**src/rtl/mreg_xfer_pkg.sv**
```systemverilog
package mreg_xfer_pkg;
  typedef enum logic [1:0] {
    AM_INC_POST = 2'b00,
    AM_INC_PRE  = 2'b01,
    AM_DEC_POST = 2'b10,
    AM_DEC_PRE  = 2'b11
  } addr_mode_e;

  typedef enum logic [1:0] {
    ST_IDLE = 2'd0,
    ST_RUN  = 2'd1,
    ST_FIN  = 2'd2
  } seq_state_e;
endpackage

```
**src/rtl/mreg_popcount.sv**
```systemverilog
module mreg_popcount #(
  parameter int W  = 16,
  parameter int CW = $clog2(W + 1)
) (
  input  logic [W-1:0]  vec_i,
  output logic [CW-1:0] cnt_o
);
  always_comb begin
    cnt_o = '0;
    for (int i = 0; i < W; i++) cnt_o = cnt_o + CW'(vec_i[i]);
  end
endmodule

```
**src/rtl/mreg_lowbit.sv**
```systemverilog
module mreg_lowbit #(
  parameter int W  = 16,
  parameter int IW = $clog2(W)
) (
  input  logic [W-1:0]  vec_i,
  output logic [IW-1:0] idx_o
);
  always_comb begin
    idx_o = '0;
    for (int i = W - 1; i >= 0; i--) if (vec_i[i]) idx_o = IW'(i);
  end
endmodule

```
**src/rtl/mreg_addr_plan.sv**
```systemverilog
module mreg_addr_plan
  import mreg_xfer_pkg::*;
#(
  parameter int ADDR_W     = 32,
  parameter int CNT_W      = 5,
  parameter int WORD_BYTES = 4
) (
  input  logic [ADDR_W-1:0] base_i,
  input  logic [CNT_W-1:0]  cnt_i,
  input  addr_mode_e        mode_i,
  output logic [ADDR_W-1:0] low_o,
  output logic [ADDR_W-1:0] wb_o
);
  localparam int SHIFT = $clog2(WORD_BYTES);

  logic [ADDR_W-1:0] span;
  logic              dec, pre;

  always_comb begin
    span  = ADDR_W'(cnt_i) << SHIFT;
    dec   = mode_i[1];
    pre   = mode_i[0];
    // lowest word of the span, then one-word nudge for post-dec / pre-inc
    low_o = (dec ? base_i - span : base_i)
          + ((pre ^ dec) ? ADDR_W'(WORD_BYTES) : '0);
    wb_o  = dec ? base_i - span : base_i + span;
  end
endmodule

```
**src/rtl/mreg_xfer_seq.sv**
```systemverilog
module mreg_xfer_seq
  import mreg_xfer_pkg::*;
#(
  parameter int REG_CNT    = 16,
  parameter int ADDR_W     = 32,
  parameter int DATA_W     = 32,
  parameter int WORD_BYTES = 4,
  localparam int IDX_W     = $clog2(REG_CNT),
  localparam int CNT_W     = $clog2(REG_CNT + 1)
) (
  input  logic               clk_i,
  input  logic               rst_ni,
  input  logic               start_i,
  input  logic [REG_CNT-1:0] reg_list_i,
  input  logic [ADDR_W-1:0]  base_i,
  input  logic               load_i,
  input  logic [1:0]         mode_i,
  input  logic               wb_en_i,
  output logic               busy_o,
  output logic               req_o,
  output logic               we_o,
  output logic [ADDR_W-1:0]  addr_o,
  output logic [IDX_W-1:0]   reg_idx_o,
  input  logic               ready_i,
  input  logic [DATA_W-1:0]  rdata_i,
  output logic               ld_valid_o,
  output logic [IDX_W-1:0]   ld_idx_o,
  output logic [DATA_W-1:0]  ld_data_o,
  output logic               done_o,
  output logic [ADDR_W-1:0]  new_base_o
);
  seq_state_e         state_q;
  logic [REG_CNT-1:0] mask_q, mask_nxt;
  logic [ADDR_W-1:0]  addr_q, nbase_q, low_addr, wb_addr;
  logic               load_q, ld_valid_q;
  logic [IDX_W-1:0]   cur_idx, ld_idx_q;
  logic [DATA_W-1:0]  ld_data_q;
  logic [CNT_W-1:0]   sel_cnt;
  logic               hs;

  mreg_popcount #(.W(REG_CNT), .CW(CNT_W)) u_cnt (
    .vec_i(reg_list_i), .cnt_o(sel_cnt)
  );

  mreg_addr_plan #(.ADDR_W(ADDR_W), .CNT_W(CNT_W), .WORD_BYTES(WORD_BYTES)) u_plan (
    .base_i(base_i), .cnt_i(sel_cnt), .mode_i(addr_mode_e'(mode_i)),
    .low_o(low_addr), .wb_o(wb_addr)
  );

  mreg_lowbit #(.W(REG_CNT), .IW(IDX_W)) u_low (
    .vec_i(mask_q), .idx_o(cur_idx)
  );

  assign hs       = (state_q == ST_RUN) && ready_i;
  assign mask_nxt = mask_q & (mask_q - 1'b1);  // retire lowest pending register

  always_ff @(posedge clk_i or negedge rst_ni) begin
    if (!rst_ni) begin
      state_q <= ST_IDLE;
      mask_q  <= '0;
      addr_q  <= '0;
      nbase_q <= '0;
      load_q  <= 1'b0;
    end else begin
      unique case (state_q)
        ST_IDLE: if (start_i) begin
          load_q  <= load_i;
          mask_q  <= reg_list_i;
          addr_q  <= low_addr;
          nbase_q <= wb_en_i ? wb_addr : base_i;
          state_q <= (|reg_list_i) ? ST_RUN : ST_FIN;
        end
        ST_RUN: if (ready_i) begin
          mask_q <= mask_nxt;
          addr_q <= addr_q + ADDR_W'(WORD_BYTES);
          if (!(|mask_nxt)) state_q <= ST_FIN;
        end
        ST_FIN: state_q <= ST_IDLE;
        default: state_q <= ST_IDLE;
      endcase
    end
  end

  always_ff @(posedge clk_i or negedge rst_ni) begin
    if (!rst_ni) begin
      ld_valid_q <= 1'b0;
      ld_idx_q   <= '0;
      ld_data_q  <= '0;
    end else begin
      ld_valid_q <= hs && load_q;
      if (hs && load_q) begin
        ld_idx_q  <= cur_idx;
        ld_data_q <= rdata_i;
      end
    end
  end

  assign busy_o     = state_q != ST_IDLE;
  assign req_o      = state_q == ST_RUN;
  assign we_o       = req_o && !load_q;
  assign addr_o     = addr_q;
  assign reg_idx_o  = cur_idx;
  assign ld_valid_o = ld_valid_q;
  assign ld_idx_o   = ld_idx_q;
  assign ld_data_o  = ld_data_q;
  assign done_o     = state_q == ST_FIN;
  assign new_base_o = nbase_q;
endmodule

```
**config.mk**
```make
export PLATFORM = sky130hd
export DESIGN_NAME = mreg_xfer_seq
export DESIGN_NICKNAME = d
export VERILOG_FILES = /design/src/rtl/mreg_xfer_pkg.sv /design/src/rtl/mreg_popcount.sv /design/src/rtl/mreg_lowbit.sv /design/src/rtl/mreg_addr_plan.sv /design/src/rtl/mreg_xfer_seq.sv
export SDC_FILE = /design/constraint.sdc
export NUM_CORES = 1
export LEC_CHECK = 0
export ABC_CLOCK_PERIOD_IN_PS = 2400
export BUFFER_PORTS_ARGS = -buffer_cell sky130_fd_sc_hd__buf_4
export CAP_MARGIN = 20
export CORE_ASPECT_RATIO = 2
export CORE_MARGIN = 2
export CORE_UTILIZATION = 56
export DETAILED_ROUTE_END_ITERATION = 16
export PLACE_DENSITY = 0.82
export SLEW_MARGIN = 10
export SYNTH_ARGS = -nofsm -noshare
export SYNTH_HDL_FRONTEND = slang
export SYNTH_HIERARCHICAL = 1
export SYNTH_SLANG_ARGS = --single-unit
```
**constraint.sdc**
```tcl
create_clock -name clk_i -period 2.4 [get_ports clk_i]
set_clock_uncertainty 0.15 [all_clocks]
set_input_delay 0.48 -clock clk_i [delete_from_list [all_inputs] [get_ports clk_i]]
set_output_delay 0.48 -clock clk_i [all_outputs]
set_load 0.1 [all_outputs]
```
==> results of run 1 <==
cell usage after synthesis, types with 5 or more instances:
master / number
buf_1: 10
nor2b_1: 5
fa_1: 12
and4_1: 8
a2bb2oi_1: 5
a21oi_1: 99
mux2i_1: 44
o22a_1: 8
nor3_1: 26
nor4_1: 21
nor2_1: 96
clkbuf_1: 47
o21ai_0: 43
a22o_1: 10
dfrtp_1: 120
xnor2_1: 45
ha_1: 18
and3_1: 14
nand2_1: 67
buf_2: 6
and2_1: 8
nand4_1: 18
or3_1: 13
nand3_1: 33
a21o_1: 5
o32ai_1: 5
inv_1: 55
nand2b_1: 5
o22ai_1: 18
a31oi_1: 11
xor2_1: 31
mux2_2: 40
o31ai_1: 7
metrics by stage:
| step | util | TNS [ns] | area (um2) | setup slack, ns | hold slack [ns] |
|---|---|---|---|---|---|
| CTS | 0.905 | -178.83 | 14300 | -3.61 | 0.130 |
| detailed placement | 0.780 | -210.46 | 12300 | -4.20 | 0.345 |
| global placement | 0.780 | -203.58 | 12300 | -4.06 | 0.338 |
| floorplan | - | -175.41 | 9280 | -3.76 | 0.0344 |
kinds of logic after synthesis:
family,share of synthesized area
adders and majority gates,0.0539
buffers and inverters,0.0545
xor gates and xnor gates,0.0737
AOI/OAI and AO/OA,0.183
DFF,0.333
and+or+nand+nor,0.203
muxes,0.0987
routing by layer:
metal  GRT usage  GRT overflow
met5     0.00926             0
met4       0.851            66
met2       0.954            93
met3       0.448             1
met1       0.697             1
timing repair:
action | 4_1_cts
pin swaps | 158
setup buffers | 49
endpoints found under the setup margin | 68
hold buffers | 1
gates resized for setup | 235
hold endpoints to repair | 39
==> summary.txt, run 1 <==
Timing
  – Worst endpoint, post-GRT repair: addr_o[25]$_DFFE_PN0P_/D
  – Type of pin the worst path ends at: sequential cell input

Placement
  – IO buf count: 196
  – Post-Place Cells: 1,573
  – HPWL after DPL: 23.4 mm
  – Placer Congestion: 0.988

Clock tree
  – Clock buffer count from CTS: 17
  – Max H-tree Level: 4
  – Clk sink count: 120
  – Clock Tree Root: clkbuf_16
  – Max clock buf depth: 2

Yosys
  – Cell count after synthesis: 1,041
  – Avg Inst Size Synth: 8.67 um2
  – Primary FF master, synth: dfrtp_1
  – Seq/Total Area, Yosys: 0.333
  – Most area-hungry cell type in the Yosys netlist: dfrtp_1
  – Top cells by area, synth: dfrtp_1, a21oi_1, mux2_2, mux2i_1, xnor2_1
  – Yosys warns: 6
  – Share of flip-flops with an asynchronous set or reset: 1.00
  – Yosys cell types: 78
  – Syn Std Cell Area: 0.00903 mm2
  – Yosys top cell area share: 0.333
  – Post-Syn Nets: 1,159
  – #FFs+latches synth: 120
  – EDFF count, synth: 0

GRT
  – Largest net degree at the start of global routing: 68
  – Total gr overflow: 161
  – GRT Util Overall: 0.725

Floorplan
  – Die width: 93.8 um
  – I/O Pins: 197
  – Die height: 184 um
  – # rows: 65
  – Initial Util: 0.572

Run status
  – Status: did not finish
  – Exit stage: global routing (5_1_grt)
  – Err: [ERROR GRT-0232] Routing congestion too high. Check the congestion heatmap in the GUI.
==> run 2: changes to the inputs <==
--- a/config.mk
+++ b/config.mk
@@ -8,11 +8,10 @@
 export ABC_CLOCK_PERIOD_IN_PS = 2400
 export BUFFER_PORTS_ARGS = -buffer_cell sky130_fd_sc_hd__buf_4
 export CAP_MARGIN = 20
-export CORE_ASPECT_RATIO = 2
 export CORE_MARGIN = 2
-export CORE_UTILIZATION = 56
+export CORE_UTILIZATION = 40
 export DETAILED_ROUTE_END_ITERATION = 16
-export PLACE_DENSITY = 0.82
+export PLACE_DENSITY_LB_ADDON = 0.15
 export SLEW_MARGIN = 10
 export SYNTH_ARGS = -nofsm -noshare
 export SYNTH_HDL_FRONTEND = slang
==> run 2 against run 1 <==
Compared with the run above: the flow now finishes, with violations (negative setup slack); synthesized cell count did not move; area after synthesis unchanged.
==> summary.txt, run 2 <==
Run status
  – Violated checks: negative setup slack
  – Status: complete, but fails checks

Clock tree
  – CTS clock-pin slew for the worst setup and hold paths: 0.06 ns
  – Clock Tree Root: clkbuf_16
  – Clock buffer count from CTS: 17 (unchanged)
  – Max clock buf depth: 2 (unchanged)
  – Max H-tree Level: 4 (unchanged)
  – Clk sink count: 120 (unchanged)
  – Clk Latency, worst-skew pair: 0.42 ns
  – CTS tree: done

Floorplan
  – Initial Util: 0.411 (-0.161)
  – Die width: 154 um (+64%)
  – # rows: 54 (-17%)
  – Full die area: 0.0238 mm2
  – Core Region: 0.0220 mm2
  – I/O Pins: 197 (unchanged)
  – Die height: 154 um (-16%)

Yosys
  – Primary FF master, synth: dfrtp_1
  – Avg Inst Size Synth: 8.67 um2 (unchanged)
  – Cell count after synthesis: 1,041 (unchanged)
  – Yosys top cell area share: 0.333 (unchanged)
  – Yosys warns: 6 (unchanged)
  – Commonest cells in the netlist: dfrtp_1, a21oi_1, nor2_1
  – Share of flip-flops with an asynchronous set or reset: 1.00 (unchanged)
  – EDFF count, synth: 0 (unchanged)
  – Post-Syn Nets: 1,159 (unchanged)
  – Most area-hungry cell type in the Yosys netlist: dfrtp_1
  – Seq/Total Area, Yosys: 0.333 (unchanged)
  – Top cells by area, synth: dfrtp_1, a21oi_1, mux2_2, mux2i_1, xnor2_1
  – Top-count cell post-synth: dfrtp_1
  – #FFs+latches synth: 120 (unchanged)
  – Yosys cell types: 78 (unchanged)
  – Syn Std Cell Area: 0.00903 mm2 (unchanged)

Detailed routing
  – Vias: 9,484
  – Residual DRC: 0
  – DRT antenna net count: 0
  – Post-Route WL: 31.4 mm
  – Post-DR vias/cell: 5.49
  – Wire per inst: 18.2 um
  – Initial drt markers: 702
  – Drt first pass iters: 5

Timing
  – Endpoints failing hold: 0
  – Final worst path period share: 2.52
  – RSZ-0062 raised after global routing: yes
  – Worst slew pin tran: 0.803 ns
  – Final Max Slew Viols: 0
  – Relative slew slack: 0.458
  – Worst setup margin: -3.65 ns
  – Setup TNS: -177.66 ns
  – Post-route minimum period: 6.05 ns
  – Setup violations, final: 61
  – Max Fclk: 165 MHz

Finish
  – Nets: 1,551
  – Diode count: 0
  – Commonest non-fill, non-tap cell in the layout: buf_4
  – Filler instances: 1,767
  – Synth-to-Final Area Change: 59.8%
  – Highest-count cells in the layout ignoring fill and taps: buf_4, dfrtp_1, a21oi_1
  – Layout cells sized above 1: 0.493

Worst setup path
  – Setup CP Type: primary input to register
  – Arr. time, crit path: 6.25 ns
  – Req. time, crit path: 2.60 ns
  – Worst R2R Path Depth: 5
  – Critical Path Source Type: primary input
  – CP Capture Type: register
  – CP max FO: 7

Placement
  – IO buf count: 196 (unchanged)
  – HPWL after DPL: 22.1 mm (-5.2%)
  – Placer Congestion: 0.894 (-9.5%)
  – Place WS: -4.08 ns (+0.126 ns)

Worst hold path
  – Worst hold path class: primary input to register
  – Hold-critical path depth: 2

GRT
  – Vias in the first global route: 9,424
  – Antenna violations before repair: 0
  – Largest net degree at the start of global routing: 67
  – First-pass GRT wire length: 49.9 mm
  – GRT Util Overall: 0.260
  – Total gr overflow: 0

Flow run
  – Max Cap Viol: 0
==> run 2: cell counts after synthesis <==
Identical to the previous run, type by type.
==> run 2: cell families after synthesis <==
logic type	Yosys count	share of synthesized area
and+or+nand+nor	346	0.203
AOI/OAI and AO/OA	260	0.183
buffers and inverters	123	0.0545
DFF	120	0.333
muxes	84	0.0987
xor gates and xnor gates	76	0.0737
adders and majority gates	32	0.0539
==> run 2: per-stage QoR <==
stage	hold slack, ns	cells	cell area [um2]	util
finish	0.140	1726	14400	0.657
global route	0.131	1726	14400	0.657
floorplan	0.0344	1041	9280	-
global placement	0.322	1649	12400	0.565
detailed placement	0.319	1649	12400	0.565
CTS	0.129	1721	14100	0.642
==> run 2: timing repair <==
action,CTS,global route
resized for setup,170,63
hold buffers,1,0
pin swaps,121,44
setup endpoints to repair,64,67
buffers inserted,42,6
hold endpoints to repair,31,0
==> run 2: worst max-delay path, stage by stage <==
cell and delay [ns]:
buf_6 0.07, inv_2 0.03, fa_1 0.56, fa_1 0.44
fa_2 0.54, fa_1 0.43, inv_2 0.09, ha_4 0.14
inv_2 0.04, fa_2 0.36, buf_4 0.15, xnor2_2 0.19
inv_2 0.07, ha_4 0.24, o211a_1 0.25, a21boi_4 0.16
buf_6 0.16, o31a_1 0.27, o211a_4 0.27, o21bai_4 0.19
buf_4 0.16, buf_6 0.10, nor3_2 0.04, buf_4 0.14
mux2i_1 0.13, xnor2_1 0.27, o21ai_1 0.11, a21oi_1 0.14
==> run 2: final timing paths <==
check	endpoint	slack, ns	startpoint
hold / removal	ld_data_o[16]	0.14	rdata_i[16]
setup / recovery	addr_o[21]	-3.65	reg_list_i[3]
min in group asynchronous	mask_q[3]	0.41	rst_ni
setup reg to reg	state_q[1]	0.08	mask_q[3]
hold reg to reg	ld_data_o[11]	0.35	ld_data_o[11]
max in group asynchronous	load_q	1.05	rst_ni
==> run 2: cell type report <==
| cell class | count | area [um2] | share of cell area |
|---|---|---|---|
| Multi-Input combinational cell | 798 | 6610 | 0.458 |
| Timing Repair Buffer | 441 | 3590 | 0.249 |
| Sequential cell | 120 | 3020 | 0.209 |
| Clock buffer | 19 | 453 | 0.0314 |
| Tap cell | 280 | 350 | 0.0243 |
| Inverter | 55 | 216 | 0.0150 |
| Clock inverter | 13 | 191 | 0.0133 |
==> run 2: per-layer routing <==
layer | global-route usage | vias up | share of wire
met1 | 0.351 | 4545 | 0.45
met3 | 0.0392 | 46 | 0.052
met2 | 0.436 | 339 | 0.48
li1 | - | 4554 | -
met5 | 0 | - | 0
met4 | 0.0721 | 0 | 0.017
Power of run 2 is not shown: default switching activity piles up to over one toggle a cycle in this logic, so the estimate is an artifact.
